--- src/rtl/supervisor_pkg.sv ---
package supervisor_pkg;

    typedef enum logic {
        WD_COUNT = 1'b0,
        WD_PULSE = 1'b1
    } wd_state_t;

    typedef struct packed {
        logic tx;
        logic rx;
    } pwr_sense_t;

    function automatic logic is_fault(input pwr_sense_t s);
        return s.tx && !s.rx;
    endfunction

    function automatic int cnt_width(input int limit);
        return (limit < 2) ? 1 : $clog2(limit);
    endfunction

endpackage

--- src/rtl/tick_prescaler.sv ---
module tick_prescaler #(
    parameter int DIV = 8064
) (
    input  logic clk,
    input  logic rst,
    input  logic clr,
    output logic tick
);
    localparam int W = supervisor_pkg::cnt_width(DIV);

    logic [W-1:0] phase;

    assign tick = (phase == W'(DIV - 1));

    always_ff @(posedge clk) begin
        if (rst || clr) begin
            phase <= '0;
        end else if (tick) begin
            phase <= '0;
        end else begin
            phase <= phase + 1'b1;
        end
    end

endmodule

--- src/rtl/wdog_core.sv ---
module wdog_core
    import supervisor_pkg::*;
#(
    parameter int              TICK_DIV      = 8064,
    parameter int              TIMEOUT_TICKS = 4000,
    parameter int              PULSE_CLKS    = 16,
    parameter int              ADDR_W        = 16,
    parameter logic [ADDR_W-1:0] KICK_ADDR   = 16'h3F10
) (
    input  logic              clk,
    input  logic              rst,
    input  logic              bus_wr,
    input  logic [ADDR_W-1:0] bus_addr,
    output logic              core_rst,
    output logic              wdt_rst_n
);
    localparam int TW = cnt_width(TIMEOUT_TICKS);
    localparam int PW = cnt_width(PULSE_CLKS);

    wd_state_t     state;
    logic [TW-1:0] ticks;
    logic [PW-1:0] pcnt;
    logic          kick;
    logic          tick;
    logic          presc_clr;

    assign kick      = bus_wr && (bus_addr == KICK_ADDR);
    assign presc_clr = (state == WD_PULSE) || kick;

    tick_prescaler #(.DIV(TICK_DIV)) u_presc (
        .clk  (clk),
        .rst  (rst),
        .clr  (presc_clr),
        .tick (tick)
    );

    always_ff @(posedge clk) begin
        if (rst) begin
            state <= WD_COUNT;
            ticks <= '0;
            pcnt  <= '0;
        end else begin
            case (state)
                WD_COUNT: begin
                    if (kick) begin
                        ticks <= '0;
                    end else if (tick) begin
                        if (ticks == TW'(TIMEOUT_TICKS - 1)) begin
                            state <= WD_PULSE;
                            ticks <= '0;
                            pcnt  <= '0;
                        end else begin
                            ticks <= ticks + 1'b1;
                        end
                    end
                end
                WD_PULSE: begin
                    if (pcnt == PW'(PULSE_CLKS - 1)) begin
                        state <= WD_COUNT;
                        ticks <= '0;
                    end else begin
                        pcnt <= pcnt + 1'b1;
                    end
                end
                default: state <= WD_COUNT;
            endcase
        end
    end

    assign core_rst  = (state == WD_PULSE);
    assign wdt_rst_n = (state != WD_PULSE);

    assert_kick_clears_R1: assert property (@(posedge clk) disable iff (rst)
        (kick && state == WD_COUNT) |=> (ticks == '0 && state == WD_COUNT));

    // without a restart or a tick the count must not move
    assert_idle_stable_R2: assert property (@(posedge clk) disable iff (rst)
        (state == WD_COUNT && !kick && !tick) |=> ($stable(ticks) && state == WD_COUNT));

    assert_expire_at_limit_R3: assert property (@(posedge clk) disable iff (rst)
        $rose(core_rst) |-> ($past(tick) && $past(ticks) == TW'(TIMEOUT_TICKS - 1)));

    assert_restart_after_pulse_R4: assert property (@(posedge clk) disable iff (rst)
        $fell(core_rst) |-> (ticks == '0 && $past(pcnt) == PW'(PULSE_CLKS - 1)));

endmodule

--- src/rtl/pwr_interlock.sv ---
module pwr_interlock
    import supervisor_pkg::*;
#(
    parameter int TICK_DIV = 8064
) (
    input  logic clk,
    input  logic rst,
    input  logic tx_raw,
    input  logic rx_raw,
    output logic pwr_off_n
);
    localparam int NCH = 2;

    logic [NCH-1:0] raw_in;
    logic [NCH-1:0] meta;
    logic [NCH-1:0] sync;
    pwr_sense_t     sense;
    logic           fault;
    logic           held;
    logic           off_q;

    assign raw_in = {tx_raw, rx_raw};

    for (genvar i = 0; i < NCH; i++) begin : g_sync
        always_ff @(posedge clk) begin
            if (rst) begin
                meta[i] <= 1'b0;
                sync[i] <= 1'b0;
            end else begin
                meta[i] <= raw_in[i];
                sync[i] <= meta[i];
            end
        end
    end

    assign sense = pwr_sense_t'(sync);
    assign fault = is_fault(sense);

    tick_prescaler #(.DIV(TICK_DIV)) u_persist (
        .clk  (clk),
        .rst  (rst),
        .clr  (!fault),
        .tick (held)
    );

    always_ff @(posedge clk) begin
        if (rst) begin
            off_q <= 1'b0;
        end else if (fault && held) begin
            off_q <= 1'b1;
        end
    end

    assign pwr_off_n = !off_q;

    assert_off_needs_fault_R6: assert property (@(posedge clk) disable iff (rst)
        $rose(off_q) |-> ($past(fault) && $past(sync) == 2'b10));

    assert_off_persists_R7: assert property (@(posedge clk) disable iff (rst)
        off_q |=> off_q);

    // matching power states never start the latch
    assert_no_off_when_matched_R9: assert property (@(posedge clk) disable iff (rst)
        (!off_q && sync[1] == sync[0]) |=> !off_q);

endmodule

--- src/rtl/handset_supervisor.sv ---
module handset_supervisor #(
    parameter int                TICK_DIV      = 8064,
    parameter int                TIMEOUT_TICKS = 4000,
    parameter int                PULSE_CLKS    = 16,
    parameter int                ADDR_W        = 16,
    parameter logic [ADDR_W-1:0] KICK_ADDR     = 16'h3F10
) (
    input  logic              clk,
    input  logic              por,
    input  logic              bus_wr,
    input  logic [ADDR_W-1:0] bus_addr,
    input  logic              tx_pwr,
    input  logic              rx_pwr,
    output logic              core_rst,
    output logic              wdt_rst_n,
    output logic              pwr_off_n
);

    wdog_core #(
        .TICK_DIV      (TICK_DIV),
        .TIMEOUT_TICKS (TIMEOUT_TICKS),
        .PULSE_CLKS    (PULSE_CLKS),
        .ADDR_W        (ADDR_W),
        .KICK_ADDR     (KICK_ADDR)
    ) u_wdog (
        .clk       (clk),
        .rst       (por),
        .bus_wr    (bus_wr),
        .bus_addr  (bus_addr),
        .core_rst  (core_rst),
        .wdt_rst_n (wdt_rst_n)
    );

    pwr_interlock #(
        .TICK_DIV (TICK_DIV)
    ) u_lock (
        .clk       (clk),
        .rst       (por),
        .tx_raw    (tx_pwr),
        .rx_raw    (rx_pwr),
        .pwr_off_n (pwr_off_n)
    );

    assert_pins_track_R3: assert property (@(posedge clk) disable iff (por)
        core_rst != wdt_rst_n);

endmodule

--- config.mk ---
export PLATFORM = sky130hd
export DESIGN_NAME = handset_supervisor
export DESIGN_NICKNAME = d
export VERILOG_FILES = /design/src/rtl/supervisor_pkg.sv /design/src/rtl/tick_prescaler.sv /design/src/rtl/wdog_core.sv /design/src/rtl/pwr_interlock.sv /design/src/rtl/handset_supervisor.sv
export SDC_FILE = /design/constraint.sdc
export NUM_CORES = 1
export LEC_CHECK = 0
export ABC_CLOCK_PERIOD_IN_PS = 2000
export BUFFER_PORTS_ARGS = -buffer_cell sky130_fd_sc_hd__buf_2
export CAP_MARGIN = 20
export CORE_MARGIN = 1
export CORE_UTILIZATION = 50
export DETAILED_ROUTE_END_ITERATION = 8
export PLACE_DENSITY = 0.76
export SLEW_MARGIN = 20
export SYNTH_ARGS = -nofsm -noshare
export SYNTH_HDL_FRONTEND = slang
export SYNTH_SLANG_ARGS = --single-unit
--- constraint.sdc ---
create_clock -name clk -period 2 [get_ports clk]
set_input_delay 0.1 -clock clk [delete_from_list [all_inputs] [get_ports clk]]
set_output_delay 0.1 -clock clk [all_outputs]
set_load 0.05 [all_outputs]
Word-level counts from Yosys, hierarchy flattened
Index checks and enable logic that the tools add are counted.
Widths: inputs -> output; s select.
Cells by class
  $add $sub $neg: 4
  equality and inequality tests: 11
  mux-type cells: 15
  bitwise operators: 1
  reduce and logical (&&, ||, !) cells: 13
Operator list (count)
  $mux 12: 4
  $add 13x1->13 const B: 2
  $eq 13x13->1 const B: 2
  $pmux 12 s2: 1
  $eq 16x14->1 const B: 1
  $mux 4: 4
  $add 12x1->12 const B: 1
  $eq 12x12->1 const B: 1
  $pmux 4 s2: 1
  $ne 2x2->1 const B: 3
  $add 4x1->4 const B: 1
  $eq 4x4->1 const B: 1
  $mux 1: 4
  $ne 2x1->1 const B: 2
  $reduce_and 4->1: 1
  $reduce_or 2->1: 2
  $logic_and 1x1->1: 3
  $logic_not 1->1: 3
  $logic_or 1x1->1: 3
  $ne 3x1->1 const B: 1
  $pmux 1 s2: 1
  $reduce_and 2->1: 1
  $not 1->1: 1
Storage, ports and cells
  flip-flop bits (word level): 48
  input port bits: 21
  logic and storage cells: 54

Logic depth before layout (Yosys ltp)
Gate-level depths: netlist of run 1.
  depth after elaboration: 5
  gate-level depth with buffers: 7
  depth with buffers taken out: 6

Cells and area by module
From an unflattened synthesis of run 1, not the netlist that was laid out.
Unflattened totals
  cell total of the unflattened synthesis: 271
  area total of the unflattened synthesis: 2378.5 um^2
By module, submodules not included
  tick_prescaler: instances 2, cells each 67, area an instance 605.6 um^2
  wdog_core: instances 1, cells each 124, area an instance 1019.7 um^2
  pwr_interlock: instances 1, cells each 13, area an instance 147.6 um^2

Worst setup path before layout of run 1
OpenSTA, ideal clock, no wires.
  path kind: reg-to-reg
  from: reg u_wdog.state (netlist: u_wdog.core_rst)
  to: reg u_wdog.ticks[1]
  setup time: 0.075 ns
  data arrival time: 2.100 ns
  slack: -0.176 ns
  stages on the path, launching flop included: 6
  buffers on the path: 1
  cells stage by stage: dfxtp_1 > buf_2 > inv_1 > nor3b_1 > a21oi_1 > o22ai_1
Between the ends
  word-level cells in the longest chain between the ends: 3
Ends and longest elaborated chain
  start, declared: RTL line wdog_core.sv:20  | wd_state_t state;
  start signal, assigned: RTL line wdog_core.sv:39  | state <= WD_COUNT;
  start signal, assigned: RTL line wdog_core.sv:49  | state <= WD_PULSE;
  start signal, assigned: RTL line wdog_core.sv:59  | state <= WD_COUNT;
  $not 1->1 *
  named net wdt_rst_n: RTL line handset_supervisor.sv:15  | output logic wdt_rst_n,
  $ne 3x1->1 (no line)
  $reduce_and 2->1 (no line)
  end signal, assigned: RTL line wdog_core.sv:53  | ticks <= ticks + 1'b1;
  end, declared: RTL line wdog_core.sv:21  | logic [TW-1:0] ticks;
Mark *: on every way through the listed nets, which the timed path passes. The rest lies on a longest branch.
A chain may end at the register's enable or synchronous reset.

Worst setup path in the final report of run 1
  from: reg u_wdog.u_presc.phase[0]
  to: reg u_wdog.ticks[10]
Between the ends
  word-level cells in the longest chain between the ends: 3
Ends and longest elaborated chain
  start, declared: RTL line tick_prescaler.sv:11  | logic [W-1:0] phase;
  start signal, assigned: RTL line tick_prescaler.sv:21  | phase <= phase + 1'b1;
  $eq 13x13->1: RTL line tick_prescaler.sv:13  | assign tick = (phase == W'(DIV - 1));
  $ne 3x1->1 (no line)
  $reduce_and 2->1 (no line)
No other way between the ends.

==> run metrics, run 1 <==
Worst Max-Slew Pin Slew 0.966 ns; total gr overflow 0; global placement routability congestion 0.793; drt total wl 4.56 mm; overall routing resource usage 20.9%; Worst Path Max Fanout 4; clk_skew 0.0107 ns; DRC Markers 0; Max Cap Viol 0; Req. time, crit path 2.26 ns; Max Slew Vio Count 0; first-pass GRT wire length 7.24 mm; number of port buffers 23; Layout area overhead 22.3%; clock-pin slew on the worst setup and hold paths 0.09 ns; PwrDens 745 nW/µm²; row count 23; Cell variety after synth 39; Non-Filler Instances 347; Post-Syn Instances 252; number of global-route vias before repair 1733; Antenna diodes 0; crit start category flip-flop; DIE AREA 4700 µm²; post-layout min period 1.88 ns; Post-Route Setup TNS 0 ns; Final HPWL DP 3.16 mm; root buffer selected by CTS clkbuf_8; TritonCTS Buffers 5; M3 GR Usage 5.26%; Syn Area/Cell 8.78 µm²; Async SR Flop Fraction 0%; CP Capture Type flip-flop; Syn Nets 277; initial core utilization 53.8%; Fin. Hold Viols 0; run status completed; CORE AREA 4120 µm²; die width 68.5 µm; CP arrival 2.14 ns; Hold/Removal Path Class in -> reg; # IOs 24; largest net degree at the start of global routing 17; RSZ-0062 raised after global routing false; crit share post-route 93.9%; CTS tree yes; final setup violating endpoints 0; Synth warnings 0; f_max 532 MHz; GRT met1 Usage 25.9%; antenna violations before repair 0; Worst VDD drop 0.398 mV; mapped cell area 2210 µm²; M2 GR Usage 34.1%; EDFF count, synth 0; layout cells sized above 1 20.9%; H-tree Lvls 2; vias per inst 5.71; Pwr Total 2.02 mW; busiest grt layer met2; via count 1980; CTS sink count 48; per-cell routed wire length 13.1 µm; P_leak 1.02 nW; Die Ht 68.5 µm; Seq/Total Area, Yosys 43.4%; top_reg_cell synth dfxtp_1; drt pass-1 iters 5; CP Class reg -> reg; initial DRC count 158; number of routed nets with antenna violations 0; placed cells 337; Max-Slew Margin vs Limit 35.5%; Seq cells post-synth 48; maximum root-to-sink buffer count 2; clk_lat worst skew 0.31 ns; # nets final 321
-- cell type report --
type,count,area (µm²)
Sequential cell,48,963
Tap cell,50,62.6
Inverter,6,22.5
Clock buffer,5,68.8
Multi-Input combinational cell,192,1230
Clock inverter,3,90.1
Timing Repair Buffer,43,268
Fill cell,355,1410
-- placed cells by master (no fill, tap or decap), types with 2 or more instances in the layout --
cell,n
a21o_1,5
a21oi_1,9
a31oi_1,6
and3_1,8
and4_1,5
buf_2,23
buf_4,19
bufinv_16,3
clkbuf_8,5
dfxtp_1,46
dfxtp_2,2
ha_1,3
inv_1,6
mux2i_1,3
nand2_1,24
nand3_1,17
nand3b_1,4
nand4_1,11
nand4b_1,3
nor2_1,31
nor2b_1,5
nor3_1,5
nor4_1,2
nor4b_1,2
o211ai_1,3
o21ai_0,6
or3_1,2
or4_1,2
xnor2_1,10
xor2_1,12
-- cell usage after synthesis (all sizes together) (2+ instances only) --
| master | n | area, µm² |
|---|---|---|
| a21oi | 9 | 45.0 |
| inv | 6 | 22.5 |
| and4 | 5 | 43.8 |
| nor4 | 3 | 33.8 |
| or4 | 3 | 22.5 |
| clkbuf | 3 | 11.3 |
| nor3 | 5 | 25.0 |
| ha | 4 | 50.1 |
| a21o | 5 | 37.5 |
| buf | 3 | 15.0 |
| dfxtp | 48 | 961 |
| nand4 | 11 | 68.8 |
| nor2 | 31 | 116 |
| nor4b | 2 | 17.5 |
| and3 | 8 | 50.1 |
| a31oi | 6 | 37.5 |
| nand2 | 24 | 90.1 |
| nand4b | 3 | 26.3 |
| nand3b | 4 | 30.0 |
| mux2i | 3 | 30.0 |
| or3 | 3 | 23.8 |
| nor2b | 5 | 31.3 |
| nand3 | 17 | 85.1 |
| o21ai | 6 | 30.0 |
| xor2 | 12 | 105 |
| xnor2 | 10 | 87.6 |
| o211ai | 3 | 22.5 |
-- final timing paths --
| path | slack [ns] | from | depth (start not counted) | end |
|---|---|---|---|---|
| setup / recovery | 0.12 | u_wdog.u_presc.phase[0] | 6 | u_wdog.ticks[10] |
| hold reg to reg | 0.45 | u_lock.meta[1] | 1 | u_lock.sense[1] |
| setup reg to reg | 0.12 | u_wdog.u_presc.phase[0] | 6 | u_wdog.ticks[10] |
| hold / removal | 0.01 | tx_pwr | 2 | u_lock.meta[1] |
-- flip-flops by register name, summed over array words and instances, names as in the netlist --
signal	cells
u_lock.meta	2
u_lock.off_q	1
u_lock.sense	2
u_lock.u_persist.phase	13
u_wdog.core_rst	1
u_wdog.pcnt	4
u_wdog.ticks	12
u_wdog.u_presc.phase	13
-- logic make-up after synthesis --
family	Yosys count	synth area share, %
and+or+nand+nor	128	31.5
buffers and inverters	12	2.20
adders and majority gates	4	2.26
xor gates and xnor gates	22	8.71
DFF	48	43.4
AOI/OAI and AO/OA	35	10.5
muxes	3	1.36
-- where the power goes --
part           leakage, nW  switching, mW  internal, mW
registers            0.389         0.0141         0.970
clock network       0.0784          0.329         0.625
logic                0.554         0.0370        0.0409
total                 1.02          0.380          1.64
-- worst max-delay path, cell delays in order, from the launching register on --
cell	delay, ns
dfxtp_2	0.38
ha_4	0.14
nand4_1	0.12
or3_4	0.41
or4_4	0.51
a31oi_1	0.18
a21o_1	0.10
-- per-layer routing --
metal / routed length (µm) / part of all wire (%)
met2: 2040 / 45
met4: 102 / 2.2
met3: 295 / 6.5
met1: 2120 / 46
met5: 0 / 0
-- stage by stage --
step / hold WS [ns] / util, % / worst slack [ns] / instance area (µm²)
floorplan: 0.172 / - / 0.0627 / 2220
global placement: 0.309 / 60.9 / 0.107 / 2500
detailed placement: 0.317 / 60.9 / 0.0596 / 2500
CTS: 0.00296 / 65.0 / 0.0472 / 2670
global route: 0.0337 / 65.8 / 0.00389 / 2710
finish: 0.0115 / 65.8 / 0.122 / 2710
-- timing repair --
item | in CTS | in global routing
setup endpoints to repair | 0 | 6
gates resized for setup | 0 | 6
hold buffers | 1 | 0
endpoints found under the hold margin | 1 | 0
buffers inserted | 0 | 1
(Power assumes the default switching activity.)
==> run 2: changes to the inputs <==
Settings changed: ABC_AREA set to 1.
==> run 2 against run 1 <==
Compared with the run above: die area is 8.1% higher; non-clock buffer count is 15 lower; cell count is 25% higher; largest cell class unchanged; clock skew is 0.0017 ns lower; sequential share of layout area is 0.076 points lower; critical endpoint is now u_wdog.pcnt[1]; sequential power is 2% lower; clock-buffer cell count stayed put; largest power group unchanged; worst hold slack better by 0.0014 ns; critical path depth is 4 higher; global-route usage is 1.8 points lower; register-to-register slack better by 0.13 ns.
==> run metrics, run 2 <==
Cell variety after synth 27; met3 routed WL 120 µm; overall routing resource usage 19.1%; cell area after layout 2710 µm²; largest net degree at the start of global routing 17; Hold/Removal Path Class in -> reg; RSZ-0062 raised after global routing false; met2 wire length 2.05 mm; Final HPWL DP 3.24 mm; per-cell routed wire length 10.1 µm; TritonCTS Buffers 5; CP Capture Type flip-flop; layout cells sized above 1 12.9%; DRC Markers 0; clk_skew 0.00909 ns; EDFF count, synth 0; global placement routability congestion 0.800; Post-Syn Instances 353; top layer used by detailed routing met4; antenna violations before repair 0; drt pass-1 iters 4; Req. time, crit path 2.19 ns; CP arrival 1.94 ns; CP cell instances ha_1 > nand2_1 > nor2_2 > nand3_2 > nor2_1 > nand3_1 > nand2_2 > nand2_1 > nand2_1 > nor2_1; CP max stage delay 0.38 ns; Fin. Hold Viols 0; H-tree Lvls 2; Max Cap Viol 0; Die Ht 71.3 µm; DIE AREA 5080 µm²; placed cells 424; Max Slew Vio Count 0; PostCTS Resize Cnt 0; total gr overflow 0; Worst VDD drop 0.510 mV; drt total wl 4.38 mm; first-pass GRT wire length 7.94 mm; Worst Max-Slew Pin Slew 0.496 ns; initial DRC count 186; f_max 571 MHz; via count 2142; root buffer selected by CTS clkbuf_8; CORE AREA 4470 µm²; top_reg_cell synth dfxtp_1; clk_lat worst skew 0.30 ns; P_leak 1.17 nW; Syn Area/Cell 6.79 µm²; critical path launch point u_wdog.ticks[0]; Synth top cells by count nor2_1 (77), nand2_1 (73), dfxtp_1 (48), inv_1 (48), nand3_1 (31); initial core utilization 53.6%; number of port buffers 23; most common cell after layout, fill and taps aside nor2_1; Switching Share 19.8%; post-layout min period 1.75 ns; Gate power share 3.2%; # IOs 24; number of global-route vias before repair 1931; crit start category flip-flop; die width 71.3 µm; share of the synthesized area in the top cell type 40.1%; number of routed nets with antenna violations 0; Crit-path slowest cell dfxtp_1; Seq/Total Area, Yosys 40.1%; Post-Route Setup TNS 0 ns; CTS tree yes; Syn Nets 378; run status completed; Antenna diodes 0; mapped cell area 2400 µm²; dpl cell area 2560 µm²; most frequent cell after synthesis nor2_1; Non-Filler Instances 433; Max-Slew Margin vs Limit 66.9%; Worst path most repeated cell nand2_1; row count 24; Clk pwr share 44.9%; most frequent cells in the layout nor2_1 (77), nand2_1 (73), inv_1 (48), dfxtp_1 (48), nand3_1 (31); # nets final 405; Finished Core Util 60.5%; Seq cells post-synth 48; P_sw 370 µW; clock-pin slew on the worst setup and hold paths 0.10 ns; vias per inst 4.95; maximum root-to-sink buffer count 2; Metal-1 WL 2.18 mm; Async SR Flop Fraction 0%; CTS sink count 48; Layout area overhead 12.8%; Flop pwr share 51.9%; RR Startpoint u_wdog.ticks[0]; top flop regs u_lock.u_persist.phase x13, u_wdog.u_presc.phase x13, u_wdog.ticks x12; Pint 1.50 mW; crit share post-route 87.6%; dominant cell type by area after synthesis dfxtp_1; PwrDens 690 nW/µm²; Synth warnings 0; Synth area leaders dfxtp_1 (40%), nor2_1 (12%), nand2_1 (11%); Worst Path Max Fanout 6; final setup violating endpoints 0; CP Class reg -> reg; Hold Crit Start rx_pwr
run 2: changes by cell type in the layout (fill, tap and decap cells not counted), moves of 7 or more:
cell,previous run,this run
xnor2_1,10,3
nand3_1,17,31
inv_1,6,48
nand2_1,24,73
buf_4,19,4
and3_1,8,1
nor2_1,31,77
run 2: cell families after synthesis:
logic type / Yosys count / synth area share (%)
buffers and inverters: 57 / 9.81
adder cells (fa/ha/maj): 4 / 2.09
XOR/XNOR: 12 / 4.38
AND/OR/NAND/NOR: 219 / 40.7
flip-flops: 48 / 40.1
AO/OA/AOI/OAI: 13 / 2.97
run 2: per-layer routing:
metal | global-route usage [%] | vias to the layer above
li1 | - | 1157
met1 | 24.2 | 959
met2 | 33.8 | 24
met3 | 3.94 | 2
met4 | 4.00 | 0
met5 | 0 | -
run 2: cell type report:
type / instances / area (µm²)
Fill cell: 414 / 1770
Multi-Input combinational cell: 248 / 1200
Sequential cell: 48 / 961
Inverter: 49 / 184
Timing Repair Buffer: 28 / 155
Clock buffer: 5 / 68.8
Clock inverter: 3 / 68.8
Tap cell: 52 / 65.1
run 2: critical path, delay by kind of cell, from the launching register on:
family	cells	cell delay [ns]
DFF	1	0.38
adders and majority gates	1	0.19
and+or+nand+nor	9	1.08
run 2: per-stage QoR:
step	power (mW)	hold slack, ns	worst slack, ns
after CTS	1.88	0.0120	0.255
after global placement	1.05	0.308	0.300
after global routing	1.94	0.0223	0.0319
final	1.87	0.0129	0.248
after floorplan	1.02	0.207	0.340
after detailed placement	1.05	0.316	0.285
run 2: timing repair:
item                                   in CTS  in global routing
setup buffers                               0                  0
endpoints found under the hold margin       1                  0
setup endpoints to repair                   0                  0
hold buffers                                1                  0
run 2: power groups by stage:
stage               combinational (mW)  sequential [mW]  clock (mW)
floorplan                       0.0314            0.990           0
global placement                0.0564            0.991           0
detailed placement              0.0597            0.992           0
CTS                             0.0613            0.969       0.854
global route                    0.0691            0.971       0.895
finish                          0.0596            0.969       0.838
run 2: worst paths after layout:
kind                     end  slack [ns]  depth (start not counted)
min reg2reg  u_lock.sense[0]        0.41                          2
max reg2reg   u_wdog.pcnt[1]        0.25                         10
min           u_lock.meta[0]        0.01                          3
max           u_wdog.pcnt[1]        0.25                         10
==> run 3: changes to the inputs <==
Settings changed: RECOVER_POWER set to 50.
==> run 3 against run 2 <==
Compared with the run above: wire length down 0.11%; global-route usage did not move; sequential power hardly changed; worst hold slack barely moved; die area unchanged; non-clock buffer count stayed put; combinational power decreased by 2%; sequential share of layout area rose by 0.15 points; clock power about the same; via count down 0.19%; clock-buffer cell count did not move; critical path type unchanged; highest routed layer unchanged.
==> run metrics, run 3 (synthesis results as in run 2) <==
via count 2138; DRC Markers 0; initial DRC count 183; number of global-route vias before repair 1931; TritonCTS Buffers 5; Fin. Hold Viols 0; global placement routability congestion 0.800; clock-pin slew on the worst setup and hold paths 0.09 ns; clk_lat worst skew 0.30 ns; Post-CTS Setup Bufs 0; crit start category flip-flop; CORE AREA 4470 µm²; Hold/Removal Path Class in -> reg; critical path launch point u_wdog.ticks[0]; drt total wl 4.37 mm; top flop regs u_lock.u_persist.phase x13, u_wdog.u_presc.phase x13, u_wdog.ticks x12; PostCTS Resize Cnt 0; number of routed nets with antenna violations 0; row count 24; f_max 570 MHz; DIE AREA 5080 µm²; register area 961 µm²; Non-Filler Instances 433; Die Ht 71.3 µm; post-layout min period 1.75 ns; placed cells 424; Worst Max-Slew Pin Slew 0.605 ns; maximum root-to-sink buffer count 2; Max Cap Viol 0; Max-Slew Margin vs Limit 59.8%; drt pass-1 iters 4; first-pass GRT wire length 7.94 mm; most frequent cells in the layout nor2_1 (78), nand2_1 (73), inv_1 (48), dfxtp_1 (48), nand3_1 (31); die width 71.3 µm; Req. time, crit path 2.19 ns; top layer used by detailed routing met4; most common cell after layout, fill and taps aside nor2_1; P_leak 1.16 nW; # IOs 24; crit path to u_wdog.pcnt[1]; initial core utilization 53.6%; R2R setup slack 0.25 ns; CP Class reg -> reg; # nets final 405; CTS sink count 48; vias per inst 4.94; Max Slew Vio Count 0; H-tree Lvls 2; Metal-1 WL 2.17 mm; Post-CTS Hold Fix Bufs 1; CP Capture Type flip-flop; FF-to-FF path depth 10; largest net degree at the start of global routing 17; RSZ-0062 raised after global routing false; Layout area overhead 12.3%; fill cell count 418; crit share post-route 87.6%; RR Startpoint u_wdog.ticks[0]; number of port buffers 23; final setup violating endpoints 0; reg2reg end u_wdog.pcnt[1]; Final HPWL DP 3.24 mm; CP arrival 1.94 ns; clk_skew 0.00878 ns; total gr overflow 0; root buffer selected by CTS clkbuf_8; overall routing resource usage 19.1%; Worst VDD drop 0.514 mV; Antenna diodes 0; per-cell routed wire length 10.1 µm; met2 wire length 2.05 mm; antenna violations before repair 0; layout cells sized above 1 11.3%; multi-input logic area 1200 µm²; met3 routed WL 127 µm; run status completed; CTS tree yes; Post-Route Setup TNS 0 ns; Worst Path Max Fanout 6; PwrDens 693 nW/µm²
## run 3: cell count changes in the layout (fill, tap and decap cells not counted), sizes merged
| cell | previous run | this run |
|---|---|---|
| buf | 27 | 22 |
| clkbuf | 5 | 10 |
## run 3: layout make-up
cell class / count / area share, %
sequential: 48 / 35.7
tap: 52 / 2.42
clock inverter: 3 / 2.55
inverter: 49 / 6.83
multi-input combinational: 248 / 44.5
timing repair buffer: 28 / 5.43
clock buffer: 5 / 2.55
## run 3: worst min-delay path by stage
| stage | cells after the start | slack, ns | endpoint | startpoint |
|---|---|---|---|---|
| finish | 3 | 0.01 | u_lock.meta[0] | rx_pwr |
| global route | 3 | 0.02 | u_lock.meta[0] | rx_pwr |
| CTS | 3 | 0.01 | u_lock.meta[0] | rx_pwr |
| detailed placement | 3 | 0.32 | u_lock.meta[1] | tx_pwr |
| global placement | 3 | 0.31 | u_lock.meta[1] | tx_pwr |
| floorplan | 2 | 0.21 | u_lock.meta[0] | rx_pwr |
## run 3: layer usage
metal | vias up | global-route usage [%]
li1 | 1156 | -
met1 | 954 | 24.2
met2 | 26 | 33.8
met3 | 2 | 3.94
met4 | 0 | 4.00
met5 | - | 0
## run 3: power breakdown
part / leakage, nW / internal (mW) / switching, mW
combinational: 0.701 / 0.0271 / 0.0311
clock: 0.0687 / 0.503 / 0.335
sequential: 0.388 / 0.964 / 0.00459
## run 3: worst max-delay path: stages (launching register included)
cell	delay, ns
dfxtp_1	0.38
ha_1	0.19
nand2_1	0.10
nor2_2	0.22
nand3_2	0.18
nor2_1	0.14
nand3_1	0.13
nand2_2	0.15
nand2_1	0.07
nand2_1	0.06
nor2_1	0.03
## run 3: through the flow
| stage | worst slack, ns | total power, mW | util, % | instance area [µm²] | hold slack, ns |
|---|---|---|---|---|---|
| finish | 0.247 | 1.87 | 60.2 | 2690 | 0.0133 |
| global route | 0.0196 | 1.93 | 60.2 | 2690 | 0.0223 |
| CTS | 0.255 | 1.88 | 60.5 | 2710 | 0.0120 |
| detailed placement | 0.285 | 1.05 | 57.2 | 2560 | 0.316 |
| global placement | 0.300 | 1.05 | 57.2 | 2560 | 0.308 |
| floorplan | 0.340 | 1.02 | - | 2400 | 0.207 |
